### config.mk
export PLATFORM = sky130hd
export DESIGN_NAME = cgmt_sched
export DESIGN_NICKNAME = d
export VERILOG_FILES = /design/src/rtl/cgmt_pkg.sv /design/src/rtl/cgmt_pend.sv /design/src/rtl/cgmt_flush_timer.sv /design/src/rtl/cgmt_sched.sv
export SDC_FILE = /design/constraint.sdc
export NUM_CORES = 1
export LEC_CHECK = 0
export ABC_CLOCK_PERIOD_IN_PS = 1600
export CORE_AREA = 4 4 41 43
export DETAILED_ROUTE_END_ITERATION = 7
export DIE_AREA = 0 0 45 47
export SKIP_CTS_REPAIR_TIMING = 1
export SYNTH_ARGS = -nofsm -noshare
export SYNTH_HDL_FRONTEND = slang
export SYNTH_SLANG_ARGS = --single-unit
export TNS_END_PERCENT = 50
### constraint.sdc
create_clock -name clk -period 1.6 [get_ports clk]
set_clock_uncertainty 0.2 [all_clocks]
set_input_delay 0.32 -clock clk [delete_from_list [all_inputs] [get_ports clk]]
set_output_delay 0.32 -clock clk [all_outputs]
set_load 0.02 [all_outputs]
### src/rtl/cgmt_pkg.sv
package cgmt_pkg;
    localparam int unsigned NTHR = 2;

    typedef enum logic [1:0] {
        ST_RUN   = 2'd0,
        ST_FLUSH = 2'd1,
        ST_IDLE  = 2'd2
    } sched_st_e;

    typedef struct packed {
        sched_st_e st;
        logic      cur;
    } sched_t;
endpackage

### src/rtl/cgmt_pend.sv
module cgmt_pend #(
    parameter int unsigned NT = 2
) (
    input  logic          clk,
    input  logic          rst_n,
    input  logic [NT-1:0] set_i,
    input  logic [NT-1:0] clr_i,
    output logic [NT-1:0] pend_o
);
    for (genvar t = 0; t < NT; t++) begin : g_thr
        logic pend_d, pend_q;

        always_comb begin
            pend_d = (pend_q & ~clr_i[t]) | set_i[t];
        end

        always_ff @(posedge clk) begin
            if (!rst_n) pend_q <= 1'b0;
            else        pend_q <= pend_d;
        end

        assign pend_o[t] = pend_q;
    end
endmodule

### src/rtl/cgmt_flush_timer.sv
module cgmt_flush_timer #(
    parameter int unsigned DEPTH = 5
) (
    input  logic clk,
    input  logic rst_n,
    input  logic start_i,
    output logic done_o
);
    localparam int unsigned CW = (DEPTH > 1) ? $clog2(DEPTH) : 1;

    logic [CW-1:0] cnt_d, cnt_q;

    always_comb begin
        cnt_d = cnt_q;
        if (start_i)              cnt_d = CW'(DEPTH - 1);
        else if (cnt_q != '0)     cnt_d = cnt_q - CW'(1);
    end

    always_ff @(posedge clk) begin
        if (!rst_n) cnt_q <= '0;
        else        cnt_q <= cnt_d;
    end

    assign done_o = (cnt_q == '0);
endmodule

### src/rtl/cgmt_sched.sv
module cgmt_sched
    import cgmt_pkg::*;
#(
    parameter int unsigned DEPTH = 5
) (
    input  logic       clk,
    input  logic       rst_n,
    input  logic [1:0] miss_vld,
    input  logic [1:0] miss_l2,
    input  logic [1:0] fill_done,
    output logic       sel_tid,
    output logic       issue_en,
    output logic       flush
);
    sched_t            fsm_d, fsm_q;
    logic [NTHR-1:0]   run_oh;
    logic [NTHR-1:0]   long_miss;
    logic [NTHR-1:0]   pend;
    logic [NTHR-1:0]   avail;
    logic              tmr_start;
    logic              tmr_done;

    // one-hot of the thread currently issuing
    for (genvar t = 0; t < NTHR; t++) begin : g_run
        assign run_oh[t] = (fsm_q.st == ST_RUN) && (fsm_q.cur == 1'(t));
    end

    // only a long miss from the issuing thread counts
    assign long_miss = run_oh & miss_vld & miss_l2;
    // a thread is runnable if nothing is outstanding or its fill lands now
    assign avail     = ~pend | fill_done;

    cgmt_pend #(.NT(NTHR)) i_pend (
        .clk    (clk),
        .rst_n  (rst_n),
        .set_i  (long_miss),
        .clr_i  (fill_done),
        .pend_o (pend)
    );

    cgmt_flush_timer #(.DEPTH(DEPTH)) i_tmr (
        .clk     (clk),
        .rst_n   (rst_n),
        .start_i (tmr_start),
        .done_o  (tmr_done)
    );

    always_comb begin
        fsm_d     = fsm_q;
        tmr_start = 1'b0;
        unique case (fsm_q.st)
            ST_RUN: begin
                if (|long_miss) begin
                    fsm_d.st  = ST_FLUSH;
                    tmr_start = 1'b1;
                end else if (fsm_q.cur && pend[0] && fill_done[0]) begin
                    // favoured thread is back: give it the pipeline
                    fsm_d.st  = ST_FLUSH;
                    tmr_start = 1'b1;
                end
            end
            ST_FLUSH, ST_IDLE: begin
                if (fsm_q.st == ST_IDLE || tmr_done) begin
                    if (avail[0]) begin
                        fsm_d.st  = ST_RUN;
                        fsm_d.cur = 1'b0;
                    end else if (avail[1]) begin
                        fsm_d.st  = ST_RUN;
                        fsm_d.cur = 1'b1;
                    end else begin
                        fsm_d.st  = ST_IDLE;
                    end
                end
            end
            default: fsm_d.st = ST_RUN;
        endcase
    end

    always_ff @(posedge clk) begin
        if (!rst_n) begin
            fsm_q.st  <= ST_RUN;
            fsm_q.cur <= 1'b0;
        end else begin
            fsm_q <= fsm_d;
        end
    end

    assign sel_tid  = fsm_q.cur;
    assign issue_en = (fsm_q.st == ST_RUN);
    assign flush    = (fsm_q.st == ST_FLUSH);
endmodule

# Yosys cells after proc, flatten, opt, wreduce, memory -nomap -nowiden
# Cells that the tools add are included.
[classes]
multipliers = 0
n_reduce_logical = 15
n_div = 0
n_eq_ne = 4
n_addsub = 1
shift = 0
n_lt_le_gt_ge = 0
muxes = 12
bitwise_logic = 12
[ops]
columns = ["cell", "count"]
rows = [
  ["two-way mux 3 bit", 4],
  ["two-way mux 2 bit", 3],
  ["OR reduction 2 bit", 3],
  ["AND 2 bit", 2],
  ["logical AND 1 bit", 4],
  ["two-way mux 1 bit", 4],
  ["NOT 1 bit", 4],
  ["one-hot mux 2 bit (2 select lines)", 1],
  ["nonzero test 2 bit", 2],
  ["logical NOT 3 bit", 1],
  ["inequality test 3 x 1 -> 1 bit (second input constant)", 1],
  ["AND reduction 3 bit", 1],
  ["nonzero test 3 bit", 1],
  ["subtractor 3 x 1 -> 3 bit (second input constant)", 1],
  ["AND 1 bit", 2],
  ["== test 2 x 1 -> 1 bit (second input constant)", 1],
  ["== test 2 bit (second input constant)", 1],
  ["logical NOT 2 bit", 1],
  ["inequality test 2 bit (second input constant)", 1],
  ["NOT 2 bit", 1],
  ["OR 1 bit", 2],
  ["OR 2 bit", 1],
  ["AND reduction 2 bit", 1],
  ["logical OR 1 bit", 1],
]
[totals]
register_bits = 8
memories = 0
rom_bits = 0
inputBits = 8
wordCells = 50
mem_bits_rw = 0
latchBits = 0

# Longest topological paths before layout
# Gate-level depths: netlist (run 1).
[logic_depth]
ltp_word = 8
mapped_depth = 8

# Hierarchy
# From an unflattened synthesis (run 1), not the netlist that was laid out.
[hier_totals]
hier_cells = 57
hier_area_um2 = 529.3
[modules_own_cells]
columns = ["mod", "seq_area_each_um2", "cells_per_inst", "area_per_inst_um2", "n_inst"]
rows = [
  ["cgmt_sched", 60.1, 32, 265.3, 1],
  ["cgmt_flush_timer", 60.1, 17, 166.4, 1],
  ["cgmt_pend", 40.0, 8, 97.6, 1],
]

# Worst setup path before layout (run 1)
# OpenSTA, ideal clock, no wires.
[synth_path]
path_kind = "register to register"
from = "reg fsm_q[1] (netlist bit)"
to = "reg fsm_q[1] (netlist bit)"
setup_ps = 72
required_ps = 1328
synth_period_minus_slack_ps = 1640
slack_ps = -40
path_stages_with_launch = 7
arrival_ps = 1369
path_cell_list = "dfxtp_1 inv_1 ha_1 nor2b_1 o2bb2ai_1 a21oi_1 mux2i_1"
[synth_between]
elab_chain_len = 7
word_cells_on_any_way = 15
cone_classes = "eq/ne (4); mux (2); bitwise (2); reduce/logical (7)"
[synth_rtl]
columns = ["item", "line_no", "source"]
rows = [
  ["from (decl)", "cgmt_sched.sv:15", "sched_t fsm_d, fsm_q;"],
  ["from (signal assigned)", "cgmt_sched.sv:84", "fsm_q <= fsm_d;"],
  ["logical NOT 2 bit (*)", "-", ""],
  ["net issue_en", "cgmt_sched.sv:12", "output logic issue_en,"],
  ["logical AND 1 bit", "cgmt_sched.sv:25", "assign run_oh[t] = (fsm_q.st == ST_RUN) && (fsm_q.cur == 1'(t));"],
  ["AND 2 bit (2 in series)", "cgmt_sched.sv:29", "assign long_miss = run_oh & miss_vld & miss_l2;"],
  ["OR reduction 2 bit", "cgmt_sched.sv:53", "if (|long_miss) begin"],
  ["two-way mux 2 bit or inequality test 3 x 1 -> 1 bit (tied branches)", "-", ""],
  ["one-hot mux 2 bit (2 select lines) or AND reduction 2 bit (tied branches)", "-", ""],
]
# Mark *: on every way through the listed nets, which the timed path passes. The rest lies on a longest branch.
# A chain may end at the register's enable or synchronous reset.

# Final worst setup path (run 1)
[layout_path]
from = "reg fsm_q[2] (netlist bit)"
to = "reg fsm_q[1] (netlist bit)"
[layout_between]
elab_chain_len = 7
word_cells_on_any_way = 15
cone_classes = "eq/ne (4); mux (2); bitwise (2); reduce/logical (7)"
[layout_rtl]
columns = ["item", "line_no"]
rows = [
  ["logical NOT 2 bit", "cgmt_sched.sv:25, cgmt_sched.sv:51"],
  ["logical AND 1 bit", "cgmt_sched.sv:25"],
  ["AND 2 bit (2 in series)", "cgmt_sched.sv:29"],
  ["OR reduction 2 bit", "cgmt_sched.sv:53"],
  ["two-way mux 2 bit or inequality test 3 x 1 -> 1 bit (tied branches)", "-"],
  ["one-hot mux 2 bit (2 select lines) or AND reduction 2 bit (tied branches)", "-"],
]
# Parallel ways exist; a longest one is shown, timed or not.

==> results of run 1 <==
-- worst max-delay path by stage --
stage,cells past startpoint,to,start,slack [ns]
finish,7,fsm_q[1]$_SDFFE_PN0P_,fsm_q[2]$_SDFFE_PN0P_,0.05
global route,7,fsm_q[1]$_SDFFE_PN0P_,fsm_q[2]$_SDFFE_PN0P_,-0.05
CTS,3,issue_en,fsm_q[2]$_SDFFE_PN0P_,-0.38
detailed placement,5,fsm_q[1]$_SDFFE_PN0P_,fill_done[0],-0.14
global placement,5,fsm_q[1]$_SDFFE_PN0P_,fill_done[0],-0.16
floorplan,6,fsm_q[1]$_SDFFE_PN0P_,fsm_q[1]$_SDFFE_PN0P_,0.05
-- metrics by stage --
| step | util, % | cells | hold WS [ns] | cell area, µm² | setup WS (ns) |
|---|---|---|---|---|---|
| after floorplan | - | 56 | 0.252 | 483 | 0.0510 |
| after global routing | 56.2 | 92 | 0.311 | 731 | -0.0466 |
| final | 56.2 | 92 | 0.279 | 731 | 0.0453 |
| after CTS | 52.4 | 91 | 0.289 | 682 | -0.377 |
| after detailed placement | 50.7 | 88 | 0.279 | 659 | -0.144 |
| after global placement | 50.7 | 88 | 0.273 | 659 | -0.158 |
-- state kept, by name, summed over array words and instances (netlist names) --
name	count
fsm_q	2
i_tmr.cnt_q	3
i_pend.g_thr.pend_q	2
sel_tid	1
-- routing by layer --
layer  GRT usage [%]  part of all wire, %  vias up
li1                -                    -      231
met1            13.1                   46      206
met2            17.2                   49        6
met3            2.30                  3.3        2
met4            5.26                  1.4        0
met5               0                    0        -
-- power by group through the flow --
stage | clock [µW] | combinational [µW] | sequential [µW]
after global routing | 174 | 868 | 308
after floorplan | 0 | 420 | 315
after detailed placement | 0 | 686 | 303
after CTS | 162 | 692 | 297
after global placement | 0 | 678 | 299
final | 157 | 776 | 301
-- worst max-delay path, stage by stage (launching register included) --
cell and delay [ns]:
sky130_fd_sc_hd__dfxtp_2 0.35, sky130_fd_sc_hd__inv_4 0.05, sky130_fd_sc_hd__ha_4 0.16, sky130_fd_sc_hd__buf_6 0.12, sky130_fd_sc_hd__nor2b_4 0.12, sky130_fd_sc_hd__o2bb2ai_2 0.13, sky130_fd_sc_hd__a21oi_2 0.17, sky130_fd_sc_hd__mux2i_1 0.20
-- kinds of logic (layout without fill, tap and decap cells) --
family          count (synthesis)  after routing  share of synthesized area, %
mux                             2              2                          4.17
buf+inv                         8             29                          6.77
fa+ha+maj                       7              7                          18.2
flops                           8              8                          33.3
xor+xnor                        1              1                          1.82
simple gates                   18             18                          19.0
compound gates                 12             12                          16.7
-- final cells by class --
| type | count | area, µm² | share of cell area, % |
|---|---|---|---|
| Clock buffer | 3 | 22.5 | 3.08 |
| Inverter | 6 | 25.0 | 3.42 |
| Multi-Input combinational cell | 40 | 323 | 44.2 |
| Sequential cell | 8 | 163 | 22.3 |
| Tap cell | 15 | 18.8 | 2.57 |
| Timing Repair Buffer | 20 | 179 | 24.5 |
-- synthesized netlist by cell type --
cell type,instances,area [µm²]
sky130_fd_sc_hd__o21a_1,1,7.51
sky130_fd_sc_hd__ha_1,7,87.6
sky130_fd_sc_hd__a31oi_1,1,6.26
sky130_fd_sc_hd__o32ai_1,1,8.76
sky130_fd_sc_hd__buf_2,1,5.00
sky130_fd_sc_hd__clkbuf_2,1,5.00
sky130_fd_sc_hd__nand2_1,6,22.5
sky130_fd_sc_hd__nor2b_1,3,18.8
sky130_fd_sc_hd__a21oi_1,3,15.0
sky130_fd_sc_hd__a22o_1,1,8.76
sky130_fd_sc_hd__nand2b_1,1,6.26
sky130_fd_sc_hd__inv_1,6,22.5
sky130_fd_sc_hd__and4b_1,1,10.0
sky130_fd_sc_hd__nand4_1,1,6.26
sky130_fd_sc_hd__dfxtp_1,8,160
sky130_fd_sc_hd__a21boi_0,2,15.0
sky130_fd_sc_hd__mux2i_1,2,20.0
sky130_fd_sc_hd__xor2_1,1,8.76
sky130_fd_sc_hd__nor2_1,5,18.8
sky130_fd_sc_hd__nand4b_1,1,8.76
sky130_fd_sc_hd__o21ai_0,2,10.0
sky130_fd_sc_hd__o2bb2ai_1,1,8.76
==> impl_metrics.prom, run 1 <==
# TYPE chip_impl_metric gauge
chip_impl_info{name="outcome",value="completed"} 1
chip_impl_metric{name="number_of_setup_violations_in_the_final_report",unit=""} 0
chip_impl_metric{name="syn-num-nets",unit=""} 71
chip_impl_info{name="unrepaired_setup_endpoints_after_global_routing",value="true"} 1
chip_impl_metric{name="num_vias",unit=""} 445
chip_impl_metric{name="number_of_fillers_in_the_final_layout",unit=""} 125
chip_impl_metric{name="die_area",unit="µm²"} 2120
chip_impl_metric{name="synth_cell_type_count",unit=""} 22
chip_impl_metric{name="timing.max_slew.rel_slack",unit="%"} 83.4
chip_impl_metric{name="hold_path_depth",unit=""} 2
chip_impl_metric{name="first_global_vias",unit=""} 428
chip_impl_metric{name="floorplan.core_area",unit="µm²"} 1300
chip_impl_info{name="crit_path_start_kind",value="flip-flop"} 1
chip_impl_metric{name="ant_nets",unit=""} 0
chip_impl_metric{name="io_pins",unit=""} 11
chip_impl_info{name="timing.rr.end",value="fsm_q[1]$_SDFFE_PN0P_"} 1
chip_impl_metric{name="power_frac_seq",unit="%"} 24.4
chip_impl_metric{name="htreeDepth",unit=""} 1
chip_impl_info{name="holdPathEnd",value="fsm_q[1]$_SDFFE_PN0P_"} 1
chip_impl_metric{name="power_density",unit="nW/µm²"} 1690
chip_impl_metric{name="cts.sink_count",unit=""} 8
chip_impl_metric{name="place.detailed.hpwl",unit="µm"} 811
chip_impl_metric{name="detail_route.first_pass.iterations",unit=""} 3
chip_impl_info{name="critPathCaptureType",value="flip-flop"} 1
chip_impl_metric{name="die_w",unit="µm"} 45
chip_impl_metric{name="route.detailed.vias_per_inst",unit=""} 4.84
chip_impl_metric{name="synth_sequential_area_ratio",unit="%"} 33.3
chip_impl_metric{name="fin_setup_tns",unit="ns"} 0
chip_impl_metric{name="ys_warn_count",unit=""} 0
chip_impl_metric{name="clk_transition_reported_paths",unit="ns"} 0.05
chip_impl_metric{name="antenna_found_initial",unit=""} 0
chip_impl_metric{name="cts_made_buffers",unit=""} 3
chip_impl_info{name="hp-class",value="reg -> reg"} 1
chip_impl_metric{name="p_int",unit="µW"} 748
chip_impl_metric{name="sw_frac_of_total",unit="%"} 39.4
chip_impl_metric{name="route.detailed.drc",unit=""} 0
chip_impl_metric{name="synth_area",unit="µm²"} 480
chip_impl_metric{name="switching_power_of_the_nets",unit="µW"} 486
chip_impl_metric{name="critical_path_required",unit="ns"} 1.58
chip_impl_metric{name="drt-initial-drc-count",unit=""} 12
chip_impl_metric{name="final_hold_violation_count",unit=""} 0
chip_impl_metric{name="worst-r2r-cell-count",unit=""} 7
chip_impl_metric{name="overall_power_consumption",unit="µW"} 1230
chip_impl_metric{name="antennaDiodeCount",unit=""} 0
chip_impl_metric{name="vdd.ir_drop.worst",unit="mV"} 0.607
chip_impl_info{name="timing.rr.start",value="fsm_q[2]$_SDFFE_PN0P_"} 1
chip_impl_metric{name="p_leak",unit="µW"} 0.000341
chip_impl_metric{name="rows",unit=""} 13
chip_impl_metric{name="max_clock_buf_depth",unit=""} 2
chip_impl_metric{name="routed_wirelength",unit="µm"} 1050
chip_impl_metric{name="drv.max_cap_violation_count",unit=""} 0
chip_impl_info{name="worstHoldStart",value="fsm_q[1]$_SDFFE_PN0P_"} 1
chip_impl_metric{name="port-buffer-count",unit=""} 10
chip_impl_metric{name="worst_slew_pin_slew",unit="ns"} 0.249
chip_impl_metric{name="clk_latency",unit="ns"} 0.26
chip_impl_metric{name="floorplan.initialDensity",unit="%"} 36.9
chip_impl_metric{name="timing.critical_path.fanout_max",unit=""} 5
chip_impl_metric{name="max_freq",unit="MHz"} 643
chip_impl_metric{name="drive_above_1_share",unit="%"} 31.2
chip_impl_metric{name="floorplan.die.height",unit="µm"} 47
chip_impl_metric{name="gr-total-overflow",unit=""} 0
chip_impl_metric{name="grt_max_degree",unit=""} 7
chip_impl_metric{name="wl_per_cell",unit="µm"} 11.4
chip_impl_metric{name="power.combinational.fraction",unit="%"} 62.9
chip_impl_metric{name="clkPwrFrac",unit="%"} 12.7
chip_impl_metric{name="yosys_register_bits",unit=""} 8
chip_impl_info{name="worst-setup-path-type",value="reg -> reg"} 1
chip_impl_info{name="clk_root_buffer_cell",value="sky130_fd_sc_hd__clkbuf_4"} 1
chip_impl_info{name="layout.cells.most_common_list",value="9 x sky130_fd_sc_hd__buf_4, 7 x sky130_fd_sc_hd__clkdlybuf4s50_1, 6 x sky130_fd_sc_hd__nand2_1, 6 x sky130_fd_sc_hd__dfxtp_1, 5 x sky130_fd_sc_hd__ha_1"} 1
chip_impl_info{name="cts_tree",value="done"} 1
chip_impl_metric{name="syn-mean-instance-area",unit="µm²"} 8.58
chip_impl_metric{name="synthesis.instances",unit=""} 56
chip_impl_metric{name="gp_congestion",unit=""} 0.752
chip_impl_metric{name="report.final.slew_viol_count",unit=""} 0
chip_impl_metric{name="synthToLayoutAreaGrowth",unit="%"} 52.1
chip_impl_metric{name="arrival",unit="ns"} 1.53
chip_impl_info{name="layout.cells.most_common",value="sky130_fd_sc_hd__buf_4"} 1
chip_impl_metric{name="timing.final.crit_share",unit="%"} 97.2
chip_impl_metric{name="net_count_of_the_finished_layout",unit=""} 94
chip_impl_metric{name="global_route.usage.total",unit="%"} 10.5
chip_impl_metric{name="grt_first_pass_wirelength",unit="µm"} 1640
chip_impl_metric{name="timing.final.crit_period",unit="ns"} 1.55
chip_impl_metric{name="timing.reg2reg.setup_slack",unit="ns"} 0.05
Note: power is estimated with default switching activity, not from simulation.
==> run 2, diff against run 1 <==
CTS_CLUSTER_SIZE = 8   (was unset)
==> results of run 2 <==
Final layout, timing and power as in run 1 (identical DEF).
